### config.mk
export PLATFORM = sky130hd
export DESIGN_NAME = boot_dl_ctrl
export DESIGN_NICKNAME = d
export VERILOG_FILES = /design/src/rtl/boot_dl_pkg.sv /design/src/rtl/boot_first_char.sv /design/src/rtl/boot_idle_timer.sv /design/src/rtl/boot_wr_pointer.sv /design/src/rtl/boot_dl_ctrl.sv
export SDC_FILE = /design/constraint.sdc
export NUM_CORES = 1
export LEC_CHECK = 0
export ABC_AREA = 1
export BUFFER_PORTS_ARGS = -buffer_cell sky130_fd_sc_hd__buf_4
export CAP_MARGIN = 20
export CORE_ASPECT_RATIO = 0.7
export CORE_MARGIN = 5
export CORE_UTILIZATION = 58
export DETAILED_ROUTE_END_ITERATION = 8
export HOLD_SLACK_MARGIN = 0.02
export MAX_ROUTING_LAYER = met4
export PLACE_DENSITY_LB_ADDON = 0.08
export SLEW_MARGIN = 0
export SYNTH_ARGS = -nofsm -noshare
export SYNTH_HDL_FRONTEND = slang
export SYNTH_SLANG_ARGS = --single-unit
### constraint.sdc
create_clock -name clk -period 3.3 [get_ports clk]
set_clock_uncertainty 0.2 [all_clocks]
set_input_delay 0.33 -clock clk [delete_from_list [all_inputs] [get_ports clk]]
set_output_delay 0.33 -clock clk [all_outputs]
set_load 0.01 [all_outputs]
### src/rtl/boot_dl_pkg.sv
package boot_dl_pkg;

  typedef enum logic [2:0] {
    ST_INIT,
    ST_WAIT_FIRST,
    ST_LOAD,
    ST_JUMP,
    ST_DONE
  } ctrl_state_t;

  typedef enum logic [1:0] {
    FC_NONVOL,
    FC_FAST,
    FC_SLOW
  } first_kind_t;

endpackage

### src/rtl/boot_first_char.sv
module boot_first_char
  import boot_dl_pkg::*;
#(
  parameter int DATA_W = 8,
  parameter logic [DATA_W-1:0] LOOP_CODE   = 8'h00,
  parameter logic [DATA_W-1:0] SLOW_CODE_A = 8'hE0,
  parameter logic [DATA_W-1:0] SLOW_CODE_B = 8'hC0
) (
  input  logic [DATA_W-1:0] rx_data,
  input  logic              rx_break,
  output first_kind_t       kind
);

  // A break, or a looped-back break read as zero, selects the nonvolatile
  // target. The two distorted codes mean a sync byte sent at the slow rate.
  // Every other value counts as a sync at the default rate.
  always_comb begin
    if (rx_break || rx_data == LOOP_CODE) begin
      kind = FC_NONVOL;
    end else if (rx_data == SLOW_CODE_A || rx_data == SLOW_CODE_B) begin
      kind = FC_SLOW;
    end else begin
      kind = FC_FAST;
    end
  end

endmodule

### src/rtl/boot_idle_timer.sv
module boot_idle_timer #(
  parameter int FAST_LIMIT = 10241,
  parameter int SLOW_LIMIT = 66669,
  localparam int CNT_W = $clog2(SLOW_LIMIT + 1)
) (
  input  logic clk,
  input  logic rst,
  input  logic run,
  input  logic clear,
  input  logic slow,
  output logic expire
);

  localparam logic [CNT_W-1:0] FAST_LAST = CNT_W'(FAST_LIMIT - 1);
  localparam logic [CNT_W-1:0] SLOW_LAST = CNT_W'(SLOW_LIMIT - 1);

  logic [CNT_W-1:0] cnt;
  logic [CNT_W-1:0] last;

  assign last   = slow ? SLOW_LAST : FAST_LAST;
  assign expire = run && !clear && (cnt == last);

  always_ff @(posedge clk) begin
    if (rst || !run || clear) begin
      cnt <= '0;
    end else if (!expire) begin
      cnt <= cnt + 1'b1;
    end
  end

endmodule

### src/rtl/boot_wr_pointer.sv
module boot_wr_pointer #(
  parameter int DEPTH = 512,
  localparam int ADDR_W = $clog2(DEPTH)
) (
  input  logic              clk,
  input  logic              rst,
  input  logic              advance,
  output logic [ADDR_W-1:0] addr,
  output logic              at_last
);

  localparam logic [ADDR_W-1:0] LAST_ADDR = ADDR_W'(DEPTH - 1);

  assign at_last = (addr == LAST_ADDR);

  always_ff @(posedge clk) begin
    if (rst) begin
      addr <= '0;
    end else if (advance && !at_last) begin
      addr <= addr + 1'b1;
    end
  end

endmodule

### src/rtl/boot_dl_ctrl.sv
module boot_dl_ctrl
  import boot_dl_pkg::*;
#(
  parameter int DATA_W     = 8,
  parameter int RAM_DEPTH  = 512,
  parameter int JUMP_W     = 16,
  parameter logic [JUMP_W-1:0] NV_BASE  = 16'hB600,
  parameter logic [JUMP_W-1:0] RAM_BASE = 16'h0000,
  parameter int IDLE_LIMIT = 10241,
  parameter int FAST_BAUD  = 7812,
  parameter int SLOW_BAUD  = 1200,
  localparam int ADDR_W    = $clog2(RAM_DEPTH)
) (
  input  logic              clk,
  input  logic              rst,
  input  logic              rx_valid,
  input  logic [DATA_W-1:0] rx_data,
  input  logic              rx_break,
  output logic              tx_break,
  output logic              tx_valid,
  output logic [DATA_W-1:0] tx_data,
  output logic              ram_we,
  output logic [ADDR_W-1:0] ram_addr,
  output logic [DATA_W-1:0] ram_wdata,
  output logic              baud_slow,
  output logic              jump_valid,
  output logic [JUMP_W-1:0] jump_addr
);

  // Slow-rate limit scaled by the bit-rate ratio, rounded up.
  localparam int SLOW_LIMIT = (IDLE_LIMIT * FAST_BAUD + SLOW_BAUD - 1) / SLOW_BAUD;

  ctrl_state_t       state;
  first_kind_t       kind;
  logic              load_byte;
  logic              expire;
  logic [ADDR_W-1:0] wr_ptr;
  logic              ptr_last;

  assign load_byte = (state == ST_LOAD) && rx_valid;

  boot_first_char #(
    .DATA_W(DATA_W)
  ) u_first (
    .rx_data (rx_data),
    .rx_break(rx_break),
    .kind    (kind)
  );

  boot_idle_timer #(
    .FAST_LIMIT(IDLE_LIMIT),
    .SLOW_LIMIT(SLOW_LIMIT)
  ) u_timer (
    .clk   (clk),
    .rst   (rst),
    .run   (state == ST_LOAD),
    .clear (rx_valid),
    .slow  (baud_slow),
    .expire(expire)
  );

  boot_wr_pointer #(
    .DEPTH(RAM_DEPTH)
  ) u_ptr (
    .clk    (clk),
    .rst    (rst),
    .advance(load_byte),
    .addr   (wr_ptr),
    .at_last(ptr_last)
  );

  always_ff @(posedge clk) begin
    if (rst) begin
      state      <= ST_INIT;
      tx_break   <= 1'b0;
      tx_valid   <= 1'b0;
      tx_data    <= '0;
      ram_we     <= 1'b0;
      ram_addr   <= '0;
      ram_wdata  <= '0;
      baud_slow  <= 1'b0;
      jump_valid <= 1'b0;
      jump_addr  <= '0;
    end else begin
      tx_break   <= 1'b0;
      tx_valid   <= 1'b0;
      ram_we     <= 1'b0;
      jump_valid <= 1'b0;
      unique case (state)
        ST_INIT: begin
          tx_break <= 1'b1;
          state    <= ST_WAIT_FIRST;
        end
        ST_WAIT_FIRST: begin
          if (rx_valid) begin
            unique case (kind)
              FC_NONVOL: begin
                jump_addr <= NV_BASE;
                state     <= ST_JUMP;
              end
              FC_SLOW: begin
                baud_slow <= 1'b1;
                state     <= ST_LOAD;
              end
              default: state <= ST_LOAD;
            endcase
          end
        end
        ST_LOAD: begin
          if (rx_valid) begin
            ram_we    <= 1'b1;
            ram_addr  <= wr_ptr;
            ram_wdata <= rx_data;
            tx_valid  <= 1'b1;
            tx_data   <= rx_data;
            if (ptr_last) begin
              jump_addr <= RAM_BASE;
              state     <= ST_JUMP;
            end
          end else if (expire) begin
            jump_addr <= RAM_BASE;
            state     <= ST_JUMP;
          end
        end
        ST_JUMP: begin
          jump_valid <= 1'b1;
          state      <= ST_DONE;
        end
        default: state <= ST_DONE;
      endcase
    end
  end

endmodule

# Yosys cells after proc, flatten, opt, wreduce, memory -nomap -nowiden
# Index checks and enable logic that the tools add are counted.
[word_totals]
regBits = 66
in_bits = 12
out_inout_bits = 46
wordCells = 63
[op_classes]
addsub = 2
n_eq_ne = 12
mux = 18
n_bitwise = 1
reduce_logical = 20
[op_table]
columns = ["operator", "n"]
rows = [
  ["$mux W16", 5],
  ["$pmux W16 S2", 1],
  ["$add A17 B1 Y17 const B", 1],
  ["$eq A17 B17 Y1", 1],
  ["$mux W17", 1],
  ["$eq A8 B8 Y1 const B", 2],
  ["$mux W3", 4],
  ["$add A9 B1 Y9 const B", 1],
  ["$eq A9 B9 Y1 const B", 1],
  ["$pmux W3 S3", 1],
  ["$logic_not A8 Y1", 1],
  ["$eq A3 B2 Y1 const B", 2],
  ["$reduce_and A3 Y1", 2],
  ["$reduce_and A5 Y1", 1],
  ["$logic_and A1 B1 Y1", 4],
  ["$logic_or A1 B1 Y1", 4],
  ["$mux W1", 4],
  ["$mux W2", 2],
  ["$ne A2 B2 Y1 const B", 2],
  ["$eq A3 B1 Y1 const B", 1],
  ["$logic_not A1 Y1", 3],
  ["$logic_not A3 Y1", 1],
  ["$ne A3 B2 Y1 const B", 1],
  ["$ne A3 B3 Y1 const B", 1],
  ["6 further kinds", 6],
]

# Longest topological paths before layout
# Gate-level depths: netlist of the first run.
[depth]
depth_word = 8
ltp_mapped = 11
ltp_nobuf = 11

# By module
# A second synthesis of the first run with hierarchy kept.
[hier_totals]
cells_unflattened = 401
hier_area_um2 = 2812.7
[by_module_without_submodules]
columns = ["mod", "n_inst", "cells_per_inst", "area_per_inst_um2", "seq_area_each_um2"]
rows = [
  ["boot_dl_ctrl", 1, 150, 1198.6, 500.5],
  ["boot_idle_timer", 1, 170, 1091.0, 340.3],
  ["boot_wr_pointer", 1, 64, 449.2, 180.2],
  ["boot_first_char", 1, 17, 73.8, 0.0],
]

# Worst setup path after synthesis of the first run
# Ideal clock, no wire load.
[synth_timing]
path_kind = "register to register"
start = "register u_ptr.addr[1]"
end = "register jump_addr[13]"
setup_ns = 0.114
t_arrival_ns = 1.471
required_ns = 2.986
slack_ns = 1.515
stages_incl_launch_ff = 12
path_buffers = 0
period_less_slack_ns = 1.785
path_cell_list = "dfxtp_1 > ha_1 > nand2_1 > nor4_1 > ha_1 > inv_1 > nand2_2 > o21ai_0 > inv_1 > nand3_1 > nand2_1 > nor2_1"
[synth_between]
elab_chain_cells = 3
[synth_rtl]
columns = ["item", "line_no", "source"]
rows = [
  ["start, declared", "boot_wr_pointer.sv:8", "output logic [ADDR_W-1:0] addr,"],
  ["start signal, assigned", "boot_wr_pointer.sv:20", "addr <= addr + 1'b1;"],
  ["$eq A9 B9 Y1", "boot_wr_pointer.sv:14", "assign at_last = (addr == LAST_ADDR);"],
  ["$ne A3 B2 Y1 (no source line)", "--", ""],
  ["$reduce_and A5 Y1 (no source line)", "--", ""],
  ["end signal, assigned", "boot_dl_ctrl.sv:83", "jump_addr <= '0;"],
  ["end signal, assigned", "boot_dl_ctrl.sv:98", "jump_addr <= NV_BASE;"],
  ["end signal, assigned", "boot_dl_ctrl.sv:117", "jump_addr <= RAM_BASE;"],
  ["end, declared", "boot_dl_ctrl.sv:27", "output logic [JUMP_W-1:0] jump_addr"],
]
# Every way passes these cells.
# A chain may end at the register's enable or synchronous reset.

# Worst setup path in the final report of the first run
[layout_timing]
start = "register state[2]"
end = "register u_ptr.addr[7]"
[layout_between]
elab_chain_cells = 3
[layout_rtl]
columns = ["item", "line_no", "source"]
rows = [
  ["start, declared", "boot_dl_ctrl.sv:33", "ctrl_state_t state;"],
  ["start signal, assigned", "boot_dl_ctrl.sv:74", "state <= ST_INIT;"],
  ["start signal, assigned", "boot_dl_ctrl.sv:92", "state <= ST_WAIT_FIRST;"],
  ["start signal, assigned", "boot_dl_ctrl.sv:99", "state <= ST_JUMP;"],
  ["$eq A3 B2 Y1", "boot_dl_ctrl.sv:40", "assign load_byte = (state == ST_LOAD) && rx_valid;"],
  ["$logic_and A1 B1 Y1", "boot_dl_ctrl.sv:40", ""],
  ["$logic_and A1 B1 Y1", "boot_wr_pointer.sv:19", "end else if (advance && !at_last) begin"],
]
# Every way passes these cells.

==> out/qor.csv, run 1 <==
stage,metric,value,unit
outcome,status,completed,
finish,layout cell share with drive strength beyond 1,17.04,%
finish,final instance area,2953,um2
timing,max-slew violation count,0,
finish,area grow syn2layout,11.64,%
floorplan,die height,66.50,um
timing,RSZ-0062 raised after global routing,false,
finish,"leading cell type in the layout, fill and taps excluded",nand2_1,
finish,most frequent cells in the layout,"nand2_1, dfxtp_1, inv_1",
min_path,Worst Hold Class,in -> reg,
critical_path,crit path kind,reg -> reg,
synth,post-synth cell types,31,
floorplan,IO Pins,58,
critical_path,Critical Path Slowest Stage Cell,nor2_4,
clocking,"Clk pin slew, worst setup/hold paths",0.09,ns
floorplan,num rows,20,
pwr,Comb pwr share,26.7,%
timing,Fmax achieved,446.7,MHz
placement,placer congestion estimate,0.8850,
clocking,Setup Buffers After CTS,0,
pwr,leak pwr,1.314,nW
timing,final setup fails,0,
synth,yosys warns,0,
critical_path,"Cell Chain, Critical Path",inv_1 > nand3_4 > nor2_4 > nand2_2 > nor2_1 > nand2_1 > o21ai_1 > a21oi_1,
clocking,CTS buffer count,5,
synth,Mapped Cells,375,
pwr,Psw,0.4666,mW
drt,Via density,5.172,
floorplan,die width,90.72,um
timing,setup_tns,0,ns
clocking,CTS Sinks,51,
pwr,Flop pwr share,49.7,%
grt,met2 Use GR,29.62,%
floorplan,Initial Utilization,60.40,%
grt,Total GRT Usage,20.82,%
drt,DRT iter0 DRCs,168,
synth,Syn Std Cell Area,2645,um2
pwr,Peak VDD IR,0.0003794,V
clocking,Root Buffer,clkbuf_8,
clocking,worst skew pair latency,0.29,ns
finish,Final Non-Filler Cells,460,
finish,filler cell count,385,
clocking,CTS tree,yes,
drt,Initial DRT Pass Iterations,4,
job,maxcap violations,0,
synth,mean area per synthesized cell,7.053,um2
critical_path,Worst EP required,3.29,ns
critical_path,Crit path arrival time,2.23,ns
critical_path,CP startpoint kind,flop,
pwr,clock share of power,23.5,%
timing,final hold violations,0,
critical_path,CP Capture Type,flop,
floorplan,Core ar.,4379,um2
drt,WL final,5831,um
placement,placed insts,452,
critical_path,largest stage delay on the critical path,0.49,ns
grt,vias in the first global route,2171,
grt,number of antenna violations at the first check in global routing,0,
timing,crit path time final,2.239,ns
critical_path,reg2reg setup slack,1.06,ns
floorplan,Die ar.,6033,um2
grt,M1 GR Usage,30.30,%
timing,final period utilization,67.84,%
grt,global route overflow,0,
synth,register area share after synthesis,38.60,%
grt,GRT met3 Usage,4.740,%
grt,Top Usage Layer GRT,met1,
critical_path,Worst Path Buf+Inv,1,
critical_path,Worst Path Max Fanout,30,
drt,vias,2379,
timing,worst slew pin tran,0.6884,ns
grt,first-pass GRT wire length,10010,um
drt,Routed WL per cell,12.68,um
critical_path,"delay-heaviest family, CP",simple AND/OR/NAND/NOR gates,
pwr,power per cell area,495.7,nW/um2
placement,HPWL Detailed,4468,um
drt,"antenna viol nets, final",0,
synth,Seq cells post-synth,51,
drt,DRC Markers,0,
finish,# diodes,0,
pwr,P_int,0.9970,mW
clocking,"Hold-fix buffers, CTS",0,
placement,area post-placement,2868,um2
clocking,H-tree lvl count,2,
pwr,sw frac,31.88,%
grt,largest net degree at the start of global routing,31,
clocking,CTS resizes,0,
timing,headroom to the max-slew limit,54.05,%
placement,number of port buffers,46,
clocking,clk buf depth,2,
finish,fin nets,420,
registers in the layout, indices dropped and copies added (netlist names):
signal	cells
ram_wdata	8
jump_valid	1
tx_break	1
ram_we	1
u_timer.cnt	17
ram_addr	9
jump_addr	1
state	3
baud_slow	1
u_ptr.addr	9
layout make-up:
type | count | area [um2] | area share (%)
Tap cell | 55 | 68.82 | 2.331
Inverter | 52 | 195.2 | 6.610
Multi-Input combinational cell | 248 | 1237 | 41.91
Clock buffer | 6 | 72.57 | 2.458
Clock inverter | 2 | 12.51 | 0.4237
Timing Repair Buffer | 46 | 345.3 | 11.69
Sequential cell | 51 | 1021 | 34.58
cell families (layout without fill, tap and decap cells):
family / count (synthesis) / after routing / synth area share, %
AND/OR/NAND/NOR: 162 / 162 / 28.71
buffers and inverters: 86 / 106 / 16.04
AO/OA/AOI/OAI: 65 / 65 / 12.63
flip-flops: 51 / 51 / 38.60
XOR/XNOR: 6 / 6 / 1.987
adder cells (fa/ha/maj): 4 / 4 / 1.892
other: 1 / 11 / 0.1418
worst reg2reg max path: stages, from the launching register on:
cell and delay [ns]:
dfxtp_1 0.32, inv_1 0.14, nand3_4 0.13, nor2_4 0.49
nand2_2 0.22, nor2_1 0.31, nand2_1 0.13, o21ai_1 0.14
a21oi_1 0.06
power groups by stage:
stage / Combinational [mW] / Sequential [mW] / Clock [mW]
4_1_cts: 0.393 / 0.728 / 0.356
3_5_place_dp: 0.392 / 0.741 / 0
6_report: 0.391 / 0.728 / 0.345
5_1_grt: 0.440 / 0.739 / 0.383
2_1_floorplan: 0.264 / 0.754 / 0
3_3_place_gp: 0.383 / 0.739 / 0
cell usage after synthesis, drive strengths merged:
cell	number	share of area, %
a211oi	1	0.28
a21oi	35	6.6
a31o	1	0.33
and3	1	0.24
buf	31	8.2
clkbuf	3	0.43
conb	1	0.14
dfxtp	51	39
ha	4	1.9
inv	52	7.4
nand2	60	8.8
nand3	25	5.2
nand4	10	2.4
nor2	54	8.8
nor3	8	2.3
nor3b	1	0.28
nor4	2	0.47
o21a	1	0.28
o21ai	27	5.1
or2	1	0.24
xnor2	4	1.3
xor2	2	0.66
final timing paths:
check        startpoint            end  cells after the start
max            state[2]  u_ptr.addr[7]                      8
min          rx_data[6]   ram_wdata[6]                      3
max reg2reg    state[2]  u_ptr.addr[7]                      8
min reg2reg    state[2]     jump_valid                      1
through the flow:
step | hold WS (ns) | setup slack, ns | util [%] | power [mW]
2_1_floorplan | 0.1988 | 1.515 | - | 1.018
3_5_place_dp | 0.2206 | 1.093 | 65.49 | 1.133
6_report | 0.04223 | 1.061 | 67.43 | 1.464
4_1_cts | 0.03058 | 1.085 | 67.43 | 1.477
5_1_grt | 0.04423 | 0.8287 | 67.43 | 1.562
3_3_place_gp | 0.2051 | 1.217 | 65.49 | 1.122
routing by layer:
| layer | routed length, um | part of all wire, % |
|---|---|---|
| met3 | 414 | 7.1 |
| met1 | 3076 | 53 |
| met5 | 0 | 0 |
| met2 | 2304 | 40 |
| met4 | 35 | 0.60 |
Note: power is estimated with default switching activity, not from simulation.
==> run 2, diff against run 1 <==
CORE_UTILIZATION = 49   (was 58)
clock period = 2.04 ns   (was 3.3 ns; I/O delays follow)
==> run 2 against run 1 <==
Via count grew 3.8%. Critical path depth grew 3. Cell count is 7.4% higher. Sequential share of layout area shrank 2.3 points. Design area grew 7.5%. Power up 66%. Hold slack better by 0.033 ns. Die area up 16%. Global-route usage is 3.5 points lower. Non-clock buffer count rose by 17. Register-to-register slack lost 0.88 ns. Largest cell class unchanged.
==> out/qor.csv, run 2 (synthesis results as in run 1) <==
stage,metric,value,unit
outcome,status,completed,
drt,WL final,6004,um
pwr,sw frac,32.25,%
pwr,leak pwr,1.408,nW
finish,"leading cell type in the layout, fill and taps excluded",nand2_1,
clocking,Root Buffer,clkbuf_8,
finish,area grow syn2layout,20.06,%
timing,crit path time final,1.857,ns
clocking,CTS Sinks,51,
floorplan,Initial Utilization,50.57,%
clocking,CTS buffer count,5,
grt,vias in the first global route,1985,
pwr,Psw,0.7858,mW
placement,number of port buffers,46,
floorplan,die height,71.47,um
clocking,CTS tree,yes,
finish,filler cell count,466,
clocking,worst skew pair latency,0.30,ns
clocking,H-tree lvl count,2,
finish,top flop regs,"u_timer.cnt x17, ram_addr x9, u_ptr.addr x9",
timing,Fmax achieved,538.5,MHz
critical_path,largest stage delay on the critical path,0.36,ns
clocking,"Clk pin slew, worst setup/hold paths",0.09,ns
pwr,Peak VDD IR,0.0004507,V
timing,WHS,0.07547,ns
finish,most frequent cells in the layout,"nand2_1, buf_4, inv_1, dfxtp_1, nor2_1",
placement,area post-placement,2939,um2
drt,"antenna viol nets, final",0,
placement,setup slack at placement,0.03827,ns
placement,placer congestion estimate,0.8840,
critical_path,R2R cell count,11,
critical_path,"Cell Chain, Critical Path",ha_2 > nand2_2 > nor4_4 > ha_2 > inv_2 > nand2_4 > o21ai_1 > inv_1 > nand2_1 > nor2_1 > nor2_1,
pwr,Comb pwr share,28.1,%
finish,final instance area,3176,um2
pwr,Flop pwr share,48.3,%
floorplan,die width,97.82,um
finish,Biggest register,u_timer.cnt,
drt,Initial DRT Pass Iterations,5,
min_path,Hold Path Stages,6,
drt,DRC Markers,0,
min_path,hold path endpoint,baud_slow,
timing,max-slew violation count,0,
drt,Routed WL per cell,12.15,um
critical_path,CP Launch Point,u_ptr.addr[1],
critical_path,FF-to-FF Start,u_ptr.addr[1],
pwr,clock share of power,23.6,%
floorplan,IO Pins,58,
drt,Via density,4.998,
grt,Total GRT Usage,17.29,%
finish,fin util,60.72,%
min_path,Worst Hold Class,in -> reg,
pwr,power per cell area,767.2,nW/um2
critical_path,Critical Path Slowest Stage Cell,dfxtp_2,
grt,global route overflow,0,
critical_path,crit path kind,reg -> reg,
timing,Setup WS post-layout,0.1830,ns
finish,# diodes,0,
grt,largest net degree at the start of global routing,18,
critical_path,reg2reg setup slack,0.18,ns
drt,DRT iter0 DRCs,123,
critical_path,Worst R2R End,state[0],
timing,final hold violations,0,
timing,RSZ-0062 raised after global routing,false,
critical_path,Crit path arrival time,1.86,ns
grt,M1 GR Usage,26.93,%
placement,HPWL Detailed,4543,um
floorplan,Die ar.,6991,um2
min_path,hold_sp,rx_break,
timing,final setup fails,0,
grt,first-pass GRT wire length,9639,um
critical_path,CP Capture Type,flop,
timing,setup_tns,0,ns
clocking,clk buf depth,2,
critical_path,CP startpoint kind,flop,
finish,area of the multi-input gates,1267,um2
finish,fin nets,437,
finish,layout cell share with drive strength beyond 1,20.14,%
timing,final period utilization,91.03,%
finish,Reg area,1023,um2
grt,GRT met3 Usage,4.086,%
critical_path,Worst Path Max Fanout,5,
critical_path,Worst Path Buf+Inv,2,
floorplan,Core ar.,5230,um2
floorplan,num rows,22,
finish,Largest register FFs,17,
grt,Top Usage Layer GRT,met1,
grt,number of antenna violations at the first check in global routing,0,
critical_path,"delay-heaviest family, CP",simple AND/OR/NAND/NOR gates,
job,maxcap violations,0,
pwr,P_int,1.651,mW
grt,met2 Use GR,22.02,%
drt,vias,2469,
critical_path,Worst EP required,2.04,ns
## run 2: power by group through the flow
stage	sequential [mW]	combinational [mW]	clock (mW)
global route	1.19	0.761	0.641
global placement	1.20	0.648	0
finish	1.18	0.684	0.576
CTS	1.18	0.669	0.591
floorplan	1.22	0.427	0
detailed placement	1.20	0.651	0
## run 2: routing by layer
metal  wire [um]  vias up
li1            -     1258
met1        3030     1104
met2        2363       98
met3         562        9
met4          47        0
met5           0        -
## run 2: how the worst max path moves through the flow
stage / end / slack (ns) / cells after the start
6_report: state[0] / 0.18 / 11
5_1_grt: jump_addr[13] / 0.02 / 11
4_1_cts: state[0] / 0.01 / 11
3_5_place_dp: u_ptr.addr[7] / 0.04 / 10
3_3_place_gp: state[0] / 0.13 / 11
2_1_floorplan: jump_addr[13] / 0.26 / 11
## run 2: tightest hold or removal path, delay by kind of cell
kind / cells / cell delay, ns
and+or+nand+nor: 4 / 0.22
buffers and inverters: 2 / 0.12
## run 2: layout make-up
class / instances / share of cell area (%)
Multi-Input combinational cell: 248 / 39.91
Timing Repair Buffer: 63 / 16.08
Inverter: 52 / 6.147
Tap cell: 72 / 2.837
Sequential cell: 51 / 32.23
Clock buffer: 5 / 2.167
Clock inverter: 3 / 0.6304
## run 2: stage by stage
stage          instances  power, mW
2_1_floorplan        385      1.647
3_3_place_gp         474      1.843
6_report             494      2.436
3_5_place_dp         474      1.850
4_1_cts              492      2.436
5_1_grt              494      2.596
## run 2: what timing repair did
item,4_1_cts,5_1_grt
endpoints found under the hold margin,17,0
setup endpoints to repair,0,7
hold buffers,10,0
setup buffers,0,2
gates resized for setup,0,11
==> run 3, diff against run 2 <==
ABC_AREA = not set   (was 1)
CORE_UTILIZATION = 35   (was 49)
SYNTH_HIERARCHICAL = 1   (was not set)
==> run 3 against run 2 <==
The run now ends with setup timing left. Highest routed layer unchanged. Setup slack got worse by 0.21 ns. Hold slack improved by 0.038 ns. Largest power group unchanged. Synthesized cell count decreased by 25%. Non-clock buffer count grew 27.
==> out/qor.csv, run 3 <==
stage,metric,value,unit
outcome,status,finished with violations,
outcome,failing checks,setup timing,
synth,ys async rst share,0,%
placement,HPWL Detailed,3944,um
finish,Biggest register,u_timer/cnt,
placement,setup slack at placement,-0.09055,ns
drt,vias,2028,
drt,DRT iter0 DRCs,69,
synth,share of the synthesized area in the top cell type,41.23,%
synth,number of synthesized flops with an enable pin,0,
clocking,clk buf depth,2,
floorplan,num rows,25,
clocking,worst skew pair latency,0.30,ns
synth,Seq cells post-synth,51,
synth,prevailing post-synth register cell,dfxtp_1,
placement,placed insts,424,
synth,mean area per synthesized cell,8.812,um2
drt,Routed WL per cell,12.27,um
synth,simple-gate area share of the yosys netlist,24.46,%
grt,number of antenna violations at the first check in global routing,0,
finish,Final Non-Filler Cells,448,
pwr,leak pwr,1.234,nW
finish,final instance area,3251,um2
critical_path,"delay-heaviest family, CP",buffers and inverters,
synth,Synth Area in XOR/XNOR,5.659,%
critical_path,Worst Path Buf+Inv,3,
clocking,H-tree lvl count,2,
synth,largest family of logic cells by synthesized area,simple AND/OR/NAND/NOR gates,
synth,mux cell area share after synthesis,2.072,%
job,maxcap violations,0,
critical_path,CP startpoint kind,input pin,
timing,final hold violations,0,
synth,top post-synthesis cells by area,"dfxtp_1, buf_4, nand2_1",
critical_path,crit path kind,in -> reg,
pwr,Peak VDD IR,0.0002382,V
synth,post-synthesis compound-gate area fraction,11.72,%
finish,fin nets,369,
synth,register area share after synthesis,41.23,%
placement,number of port buffers,46,
floorplan,Die ar.,8883,um2
clocking,CTS buffer count,5,
critical_path,"Cell Chain, Critical Path",dlygate4sd3_1 > buf_6 > nand4b_1 > a2111oi_4 > buf_4 > mux2i_1 > nor2_1,
timing,crit path time final,2.070,ns
finish,# diodes,0,
timing,final setup fails,1,
synth,"top cells by count, synth","dfxtp_1, nand2_1, nor2_1",
critical_path,Worst Path Max Fanout,7,
finish,Reg area,1026,um2
finish,"leading cell type in the layout, fill and taps excluded",buf_4,
pwr,power per cell area,567.5,nW/um2
floorplan,die width,110.5,um
critical_path,Worst EP required,2.02,ns
grt,vias in the first global route,1901,
finish,Largest register FFs,17,
finish,most frequent cells in the layout,"buf_4, dfxtp_1, nand2_1",
placement,placer congestion estimate,0.7880,
finish,filler cell count,665,
grt,largest net degree at the start of global routing,35,
drt,DRC Markers,0,
min_path,hold path endpoint,baud_slow,
critical_path,Crit path arrival time,2.05,ns
clocking,"Clk pin slew, worst setup/hold paths",0.08,ns
synth,yosys warns,6,
timing,Fmax achieved,483.1,MHz
finish,area of the multi-input gates,1267,um2
timing,final period utilization,101.5,%
floorplan,die height,80.37,um
floorplan,IO Pins,58,
floorplan,Core ar.,6819,um2
critical_path,Critical Path Slowest Stage Cell,dlygate4sd3_1,
finish,top flop regs,"u_timer/cnt x17, ram_addr x9, u_ptr/addr x9",
critical_path,Worst R2R End,u_timer/cnt[1],
drt,Via density,4.527,
grt,first-pass GRT wire length,9218,um
critical_path,largest stage delay on the critical path,0.55,ns
placement,area post-placement,2915,um2
critical_path,reg2reg setup slack,-0.02,ns
min_path,Worst Hold Class,in -> reg,
timing,RSZ-0062 raised after global routing,true,
synth,dominant cell by count in the synthesized netlist,dfxtp_1,
clocking,Root Buffer,clkbuf_8,
synth,Mapped Cells,281,
synth,Syn Std Cell Area,2476,um2
clocking,CTS tree,yes,
clocking,CTS Sinks,51,
finish,layout cell share with drive strength beyond 1,35.59,%
finish,area grow syn2layout,31.28,%
critical_path,R2R cell count,7,
timing,Setup WS post-layout,-0.02989,ns
critical_path,CP Launch Point,rx_valid,
drt,Initial DRT Pass Iterations,4,
drt,WL final,5498,um
critical_path,CP Capture Type,flop,
synth,cell taking the most area after synthesis,dfxtp_1,
min_path,Hold Path Stages,4,
grt,global route overflow,0,
min_path,hold_sp,rx_break,
drt,"antenna viol nets, final",0,
grt,Total GRT Usage,12.95,%
synth,Adder-Cell Fraction of Synth Area,2.021,%
timing,max-slew violation count,0,
floorplan,Initial Utilization,36.31,%
critical_path,FF-to-FF Start,u_timer/cnt[1],
synth,post-synth cell types,47,
==> run 3: cell count changes after synthesis, moves of 4 or more <==
cell | before | now
mux2i_1 | 0 | 4
a21oi_1 | 35 | 17
nand4_1 | 10 | 3
inv_1 | 50 | 7
a21oi_2 | 0 | 9
or3_2 | 0 | 4
nor2_1 | 48 | 28
nand3_1 | 24 | 10
buf_2 | 6 | 2
o21ai_0 | 26 | 7
nand2_1 | 57 | 43
xor2_1 | 2 | 9
==> run 3: logic make-up after synthesis <==
kind of cell             Yosys count
flip-flops                        51
adder cells (fa/ha/maj)            4
XOR/XNOR                          16
AND/OR/NAND/NOR                  119
buffers and inverters             43
other                              1
AO/OA/AOI/OAI                     42
multiplexers                       5
==> run 3: worst max-delay path by stage <==
stage | end | slack, ns | cells after the start
finish | u_timer/cnt[1] | -0.03 | 7
CTS | u_ptr/addr[3] | -0.004 | 8
global placement | state[0] | -0.03 | 7
floorplan | state[0] | -0.06 | 7
global route | u_timer/cnt[1] | -0.12 | 7
detailed placement | state[0] | -0.09 | 7
==> run 3: metrics by stage <==
step           hold slack (ns)  utilization, %   TNS [ns]  total power [mW]
4_1_cts                 0.1083           46.26  -0.003610             1.869
5_1_grt                 0.1383           47.67    -0.2543             1.949
6_report                0.1137           47.67   -0.02989             1.845
3_5_place_dp            0.2490           42.75   -0.09055             1.204
2_1_floorplan           0.1140               -   -0.05587             1.164
3_3_place_gp            0.2454           42.75   -0.03241             1.205
==> run 3: final cells by class <==
class / count / area share, %
Multi-Input combinational cell: 197 / 38.99
Sequential cell: 51 / 31.56
Clock buffer: 8 / 3.079
Timing Repair Buffer: 90 / 21.59
Inverter: 8 / 1.155
Tap cell: 94 / 3.618
==> run 3: per-layer routing <==
| layer | up-vias | global-route usage [%] | wire length [um] |
|---|---|---|---|
| li1 | 1068 | - | - |
| met5 | - | - | 0 |
| met3 | 7 | 3.539 | 247 |
| met4 | 0 | 3.690 | 68 |
| met1 | 906 | 18.99 | 3051 |
| met2 | 47 | 17.01 | 2131 |
==> run 3: worst register-to-register path: cells and delay by family, from the launching register on <==
| family | cells | cell delay (ns) |
|---|---|---|
| AO/OA/AOI/OAI | 1 | 0.26 |
| adder cells (fa/ha/maj) | 1 | 0.12 |
| buffers and inverters | 2 | 0.31 |
| flip-flops | 1 | 0.32 |
| multiplexers | 1 | 0.22 |
| AND/OR/NAND/NOR | 2 | 0.52 |
==> run 3: repair_timing <==
| item | CTS | global route |
|---|---|---|
| endpoints found under the setup margin | 5 | 11 |
| endpoints found under the hold margin | 9 | 0 |
| pin swaps | 2 | 4 |
| gates resized for setup | 6 | 15 |
| setup buffers | 4 | 3 |
| hold buffers | 9 | 0 |
==> run 3: where the power goes <==
group / total [mW] / leakage (nW) / switching, mW / internal (mW)
clock network: 0.632 / 0.0515 / 0.322 / 0.310
logic: 0.190 / 0.769 / 0.0961 / 0.0941
registers: 1.02 / 0.414 / 0.0122 / 1.01
